$ cat config.mk
export PLATFORM = sky130hd
export DESIGN_NAME = icu_dual_irq
export DESIGN_NICKNAME = d
export VERILOG_FILES = /design/src/rtl/icu_pkg.sv /design/src/rtl/icu_decode.sv /design/src/rtl/icu_mask_reg.sv /design/src/rtl/icu_soft_latch.sv /design/src/rtl/icu_out_stage.sv /design/src/rtl/icu_dual_irq.sv
export SDC_FILE = /design/constraint.sdc
export NUM_CORES = 1
export LEC_CHECK = 0
export BUFFER_PORTS_ARGS = -buffer_cell sky130_fd_sc_hd__clkbuf_2
export CAP_MARGIN = 40
export CORE_ASPECT_RATIO = 0.75
export CORE_MARGIN = 5
export CORE_UTILIZATION = 46
export CTS_CLUSTER_SIZE = 25
export DETAILED_ROUTE_END_ITERATION = 7
export HOLD_SLACK_MARGIN = 0.03
export MAX_ROUTING_LAYER = met4
export PLACE_DENSITY = 0.68
export SETUP_SLACK_MARGIN = 0.4
export SYNTH_ARGS = -nofsm -noshare
export SYNTH_HDL_FRONTEND = slang
export SYNTH_SLANG_ARGS = --single-unit
$ cat constraint.sdc
create_clock -name clk -period 1.31 [get_ports clk]
set_input_delay 0.131 -clock clk [delete_from_list [all_inputs] [get_ports clk]]
set_output_delay 0.131 -clock clk [all_outputs]
set_load 0.01 [all_outputs]
$ cat src/rtl/icu_pkg.sv
package icu_pkg;
  localparam int unsigned NUM_CH = 2;        // channel 0 = normal, 1 = fast
  localparam int unsigned CH_STRIDE = 8;     // word distance between channel banks
  // word offsets inside one channel bank
  localparam int unsigned OFS_STAT = 0;
  localparam int unsigned OFS_RAW  = 1;
  localparam int unsigned OFS_SET  = 2;
  localparam int unsigned OFS_CLR  = 3;
  // software latch words
  localparam int unsigned W_SOFT_SET = 4;
  localparam int unsigned W_SOFT_CLR = 5;

  typedef enum logic [2:0] {
    RK_NONE, RK_STAT, RK_RAW, RK_MASK, RK_SOFT
  } rd_kind_e;

  typedef struct packed {
    rd_kind_e kind;
    logic     ch;
  } rd_sel_t;
endpackage

$ cat src/rtl/icu_decode.sv
module icu_decode
  import icu_pkg::*;
#(
  parameter int unsigned AW = 6
) (
  input  logic              wr_i,
  input  logic [AW-1:0]     addr_i,
  output logic [NUM_CH-1:0] mask_set_o,
  output logic [NUM_CH-1:0] mask_clr_o,
  output logic              soft_set_o,
  output logic              soft_clr_o,
  output rd_sel_t           rd_sel_o
);
  for (genvar ch = 0; ch < NUM_CH; ch++) begin : g_wr
    localparam logic [AW-1:0] A_SET = AW'(ch * CH_STRIDE + OFS_SET);
    localparam logic [AW-1:0] A_CLR = AW'(ch * CH_STRIDE + OFS_CLR);
    assign mask_set_o[ch] = wr_i && (addr_i == A_SET);
    assign mask_clr_o[ch] = wr_i && (addr_i == A_CLR);
  end

  assign soft_set_o = wr_i && (addr_i == AW'(W_SOFT_SET));
  assign soft_clr_o = wr_i && (addr_i == AW'(W_SOFT_CLR));

  always_comb begin
    rd_sel_o = '{kind: RK_NONE, ch: 1'b0};
    for (int ch = 0; ch < NUM_CH; ch++) begin
      if (addr_i == AW'(ch * CH_STRIDE + OFS_STAT)) rd_sel_o = '{kind: RK_STAT, ch: ch[0]};
      if (addr_i == AW'(ch * CH_STRIDE + OFS_RAW))  rd_sel_o = '{kind: RK_RAW,  ch: ch[0]};
      if (addr_i == AW'(ch * CH_STRIDE + OFS_SET))  rd_sel_o = '{kind: RK_MASK, ch: ch[0]};
    end
    if (addr_i == AW'(W_SOFT_SET)) rd_sel_o = '{kind: RK_SOFT, ch: 1'b0};
  end
endmodule

$ cat src/rtl/icu_mask_reg.sv
module icu_mask_reg #(
  parameter int unsigned W = 32
) (
  input  logic         clk,
  input  logic         rst_n,
  input  logic         set_stb_i,
  input  logic         clr_stb_i,
  input  logic [W-1:0] wdata_i,
  output logic [W-1:0] mask_o
);
  always_ff @(posedge clk or negedge rst_n) begin
    if (!rst_n)         mask_o <= '0;
    else if (clr_stb_i) mask_o <= mask_o & ~wdata_i;
    else if (set_stb_i) mask_o <= mask_o | wdata_i;
  end

  // set word ORs bits in
  a_r4_mask_set: assert property (@(posedge clk) disable iff (!rst_n)
    (set_stb_i && !clr_stb_i) |=> ((mask_o & $past(wdata_i)) == $past(wdata_i)));
  // clear word removes bits written as one
  a_r4_mask_clr: assert property (@(posedge clk) disable iff (!rst_n)
    clr_stb_i |=> ((mask_o & $past(wdata_i)) == '0));
  // unwritten bits keep their value
  a_r4_mask_keep: assert property (@(posedge clk) disable iff (!rst_n)
    set_stb_i |=> ((mask_o & ~$past(wdata_i)) == ($past(mask_o) & ~$past(wdata_i))));
  // no strobe, no change
  a_r9_mask_hold: assert property (@(posedge clk) disable iff (!rst_n)
    (!set_stb_i && !clr_stb_i) |=> $stable(mask_o));
endmodule

$ cat src/rtl/icu_soft_latch.sv
module icu_soft_latch (
  input  logic clk,
  input  logic rst_n,
  input  logic set_stb_i,
  input  logic clr_stb_i,
  input  logic bit0_i,
  output logic soft_o
);
  always_ff @(posedge clk or negedge rst_n) begin
    if (!rst_n)                    soft_o <= 1'b0;
    else if (clr_stb_i && bit0_i)  soft_o <= 1'b0;
    else if (set_stb_i && bit0_i)  soft_o <= 1'b1;
  end

  a_r6_soft_raise: assert property (@(posedge clk) disable iff (!rst_n)
    (set_stb_i && bit0_i) |=> soft_o);
  a_r6_soft_lower: assert property (@(posedge clk) disable iff (!rst_n)
    (clr_stb_i && bit0_i) |=> !soft_o);
  a_r6_soft_ignore: assert property (@(posedge clk) disable iff (!rst_n)
    !bit0_i |=> $stable(soft_o));
endmodule

$ cat src/rtl/icu_out_stage.sv
module icu_out_stage #(
  parameter int unsigned W = 32
) (
  input  logic         clk,
  input  logic         rst_n,
  input  logic [W-1:0] level_i,
  input  logic [W-1:0] mask_i,
  output logic         req_o
);
  logic any_w;
  assign any_w = |(level_i & mask_i);

  always_ff @(posedge clk or negedge rst_n) begin
    if (!rst_n) req_o <= 1'b0;
    else        req_o <= any_w;
  end
endmodule

$ cat src/rtl/icu_dual_irq.sv
module icu_dual_irq
  import icu_pkg::*;
#(
  parameter int unsigned NSRC = 32,
  parameter int unsigned AW   = 6
) (
  input  logic            clk,
  input  logic            rst_n,
  input  logic [NSRC-1:0] src_i,
  input  logic            bus_wr_i,
  input  logic            bus_rd_i,
  input  logic [AW-1:0]   bus_addr_i,
  input  logic [NSRC-1:0] bus_wdata_i,
  output logic [NSRC-1:0] bus_rdata_o,
  output logic            irq_o,
  output logic            fiq_o
);
  logic [NUM_CH-1:0] mask_set, mask_clr, req;
  logic              soft_set, soft_clr, soft_q;
  rd_sel_t           rd_sel;
  logic [NSRC-1:0]   mask_q [NUM_CH];
  logic [NSRC-1:0]   level_w, rd_next;

  icu_decode #(.AW(AW)) u_dec (
    .wr_i(bus_wr_i), .addr_i(bus_addr_i),
    .mask_set_o(mask_set), .mask_clr_o(mask_clr),
    .soft_set_o(soft_set), .soft_clr_o(soft_clr),
    .rd_sel_o(rd_sel)
  );

  icu_soft_latch u_soft (
    .clk(clk), .rst_n(rst_n), .set_stb_i(soft_set), .clr_stb_i(soft_clr),
    .bit0_i(bus_wdata_i[0]), .soft_o(soft_q)
  );

  assign level_w = src_i | {{(NSRC-1){1'b0}}, soft_q};

  for (genvar ch = 0; ch < NUM_CH; ch++) begin : g_ch
    icu_mask_reg #(.W(NSRC)) u_mask (
      .clk(clk), .rst_n(rst_n),
      .set_stb_i(mask_set[ch]), .clr_stb_i(mask_clr[ch]),
      .wdata_i(bus_wdata_i), .mask_o(mask_q[ch])
    );
    icu_out_stage #(.W(NSRC)) u_out (
      .clk(clk), .rst_n(rst_n), .level_i(level_w), .mask_i(mask_q[ch]),
      .req_o(req[ch])
    );
  end

  assign irq_o = req[0];
  assign fiq_o = req[1];

  always_comb begin
    unique case (rd_sel.kind)
      RK_STAT: rd_next = level_w & mask_q[rd_sel.ch];
      RK_RAW:  rd_next = level_w;
      RK_MASK: rd_next = mask_q[rd_sel.ch];
      RK_SOFT: rd_next = {{(NSRC-1){1'b0}}, level_w[0]};
      default: rd_next = '0;
    endcase
  end

  always_ff @(posedge clk or negedge rst_n) begin
    if (!rst_n)        bus_rdata_o <= '0;
    else if (bus_rd_i) bus_rdata_o <= rd_next;
  end

  a_r1_irq_rise: assert property (@(posedge clk) disable iff (!rst_n)
    (|(level_w & mask_q[0])) |=> irq_o);
  a_r1_irq_fall: assert property (@(posedge clk) disable iff (!rst_n)
    !(|(level_w & mask_q[0])) |=> !irq_o);
  a_r2_fiq_rise: assert property (@(posedge clk) disable iff (!rst_n)
    (|(level_w & mask_q[1])) |=> fiq_o);
  a_r2_fiq_fall: assert property (@(posedge clk) disable iff (!rst_n)
    !(|(level_w & mask_q[1])) |=> !fiq_o);
  a_r6_level0: assert property (@(posedge clk) disable iff (!rst_n)
    (src_i[0] || soft_q) |-> level_w[0]);
  a_r10_dead_words: assert property (@(posedge clk) disable iff (!rst_n)
    (bus_rd_i && (bus_addr_i == AW'(3) || bus_addr_i == AW'(5) || bus_addr_i == AW'(11)))
    |=> (bus_rdata_o == '0));
  a_r11_rdata_hold: assert property (@(posedge clk) disable iff (!rst_n)
    !bus_rd_i |=> $stable(bus_rdata_o));
  a_r3_quiet_masks: assert property (@(posedge clk) disable iff (!rst_n)
    (mask_q[0] == '0 && mask_q[1] == '0) |=> (!irq_o && !fiq_o));
endmodule

==> results by group <==
Placed design
  • RePlAce Congestion: 0.919
  • DP HPWL: between 10,000 and 15,000 um
  • Dpl cells: about 990
  • # port buffers: between 100 and 150

Power and ir drop
  • Psw: 0.00267 W
  • Net Sw Frac: 0.301
  • Pwr/cell area: ~990 nW/um^2
  • Clk pwr share: 0.350
  • Maximum VDD drop: between 0.0006 and 0.0007 V
  • Share of power burned in registers: 0.412
  • Comb pwr share: 0.239
  • Total power: 0.00886 W
  • Internal: 0.00620 W
  • Leak pwr: 5.23 nW

Synth
  • Post-Syn Nets: 727
  • EDFF count, synth: 0
  • Netlist cell types: 30
  • Synth Cell Area: 5650 sq um
  • Async SR Flop Fraction: 1.00
  • Seq cells post-synth: 99
  • Syn avg cell area: around 8.6 sq um
  • Synth Warn #: 0
  • Seq/Total Area, Yosys: 0.439
  • Main synth FF type: dfrtp_1
  • Gate Count Post-Synth: 653

CTS
  • Cts bufs inserted: 9
  • TritonCTS clock tree: built
  • Root Driver: clkbuf_16
  • Clk buf depth: 2
  • Worst skew pair latency: 0.35 ns
  • Worst-path clk slew: approximately 0.07 ns
  • Sink Count: 99
  • CTS HTree Levels: 3

Global routing
  • Vias in the first global route: roughly 6,600
  • Grt ovf: 0
  • Initial antenna violation count: 0
  • Total track usage: 0.329
  • Pin count of the biggest net entering global routing: 64
  • First-pass GRT wire length: 35,700 um

Min path
  • Worst Hold Class: primary input to flip-flop
  • Hold path startpoint: bus_wdata_i[19]

Layout
  • Area growth from synthesis to layout: 58.1%
  • Share of layout cells above drive strength 1: 0.452
  • Final net count: between 900 and 1,000
  • # diodes: 0
  • Most frequent cells in the layout: dfrtp_1, inv_1, buf_4, clkbuf_2, mux2i_1
  • Most common library cell in the layout ignoring fill and taps: dfrtp_1
  • Filler cells: between 700 and 800
  • Fin cells: 1,031
  • Final cell utilization of the core: 0.736

Timing
  • Hold WS: 0.0616 ns
  • Fmax: 621 MHz
  • Setup ws final: -0.300 ns
  • Finish-stage setup viols: 83
  • RSZ-0062 raised after global routing: true
  • Slew @ Worst Pin: around 0.75 ns
  • Setup tns final: -5.27 ns
  • Final min period: 1.61 ns
  • Max-slew violations: 0
  • Relative slew slack: 0.503
  • Tcrit/Tclk final: 1.23
  • Skew final: approximately 0.0063 ns
  • Fin. Hold Viols: 0

Routing
  • Avg WL per Cell: about 24 um
  • Via count: approximately 6,400
  • Via-per-instance ratio: 6.26
  • Final ANT Viol Nets: 0
  • Final Routed Wirelength: 24,500 um
  • Initial DRC Count: a little over 800
  • DRC viols: 0
  • Initial DRT Pass Iterations: 6

Die
  • Die area: 14,600 sq um
  • Die W: 138 um
  • Core Box Area: 12,100 sq um
  • Initial Util: 0.465
  • Boundary Pins: ~110
  • Die span in y: between 100 and 150 um
  • Row count: 35

Critical path
  • CP Launch Type: flip-flop
  • Crit-path max FO: 2
  • Critical path endpoint category: flip-flop
  • WP data required: about 1.5 ns
  • WS Path Type: flip-flop to flip-flop
  • Worst Path Arrival: 1.83 ns

Status
  • Failing checks: setup timing
  • Status: finished with violations

Run
  • Max Cap Viol: 0
-- path summary, 6_finish.rpt --
kind / cells past startpoint / slack, ns / end
setup / recovery: 5 / -0.30 / g_ch[0].u_out.req_o
hold / removal: 3 / 0.06 / flip-flop
setup reg to reg: 5 / -0.30 / g_ch[0].u_out.req_o
hold reg to reg: 2 / 0.56 / flip-flop
max in group asynchronous: 3 / 0.52 / asynchronous set/reset pin
min in group asynchronous: 2 / 0.19 / bus_rdata_o[31]
-- power groups by stage --
stage	registers [W]	clock network, W	logic [W]
floorplan	0.00364	0	0.000713
global placement	0.00366	0	0.00167
detailed placement	0.00367	0	0.00173
CTS	0.00362	0.00311	0.00188
global route	0.00367	0.00320	0.00226
finish	0.00365	0.00310	0.00211
-- kinds of logic after synthesis --
| logic type | synth area share |
|---|---|
| flip-flops | 0.439 |
| buffers and inverters | 0.0968 |
| AND/OR/NAND/NOR | 0.155 |
| AO/OA/AOI/OAI | 0.198 |
| multiplexers | 0.112 |
-- cell type report --
type	instances	area, sq um	area share
clock buffers	13	280	0.0314
clock inverters	3	67.6	0.00757
inverters	97	364	0.0408
multi-input cells	412	3450	0.386
flip-flops and latches	99	2480	0.277
well taps	166	208	0.0233
repair buffers	241	2080	0.233
-- metrics by stage --
step                      worst slack, ns  area, sq um
final                              -0.300         8930
after global routing               -0.320         8930
after CTS                          -0.240         8420
after detailed placement           -0.475         7320
after global placement             -0.427         7320
after floorplan                    -0.228         5850
-- synthesized netlist by cell type, types with 2 or more instances --
library cell | count | area (sq um)
clkbuf_1 | 39 | 146
nor4_1 | 3 | 18.8
dfrtp_1 | 99 | 2480
o21ai_0 | 36 | 180
inv_1 | 97 | 364
a211oi_1 | 30 | 225
nor3_1 | 4 | 20.0
a21oi_1 | 34 | 170
nand4_1 | 7 | 43.8
nor3_2 | 2 | 20.0
nand2_1 | 97 | 364
a222oi_1 | 2 | 20.0
a22o_1 | 30 | 263
a22oi_1 | 28 | 210
mux2i_1 | 63 | 631
buf_2 | 5 | 25.0
or3_1 | 33 | 206
nand3_1 | 32 | 160
-- routing by layer --
metal	part of all wire	up-vias	GRT usage
met1	0.38	3099	0.438
met4	0.047	0	0.149
met3	0.13	118	0.0889
met2	0.44	538	0.471
li1	-	2694	-
met5	0	-	-
-- critical path, cell delays in order, from the launching register on --
cell and delay (ns):
dfrtp_1 0.40, a22oi_1 0.31, nand4_1 0.25, nor4_2 0.31, buf_4 0.18, nand2_4 0.04
-- what timing repair did --
item                       in CTS  in global routing
resized for setup             123                154
setup endpoints to repair     132                132
hold endpoints to repair       99                  0
hold buffers                    1                  0
pin swaps                      47                 58
cloned                         10                  1
setup buffers                  14                  3
(Power assumes the default switching activity.)
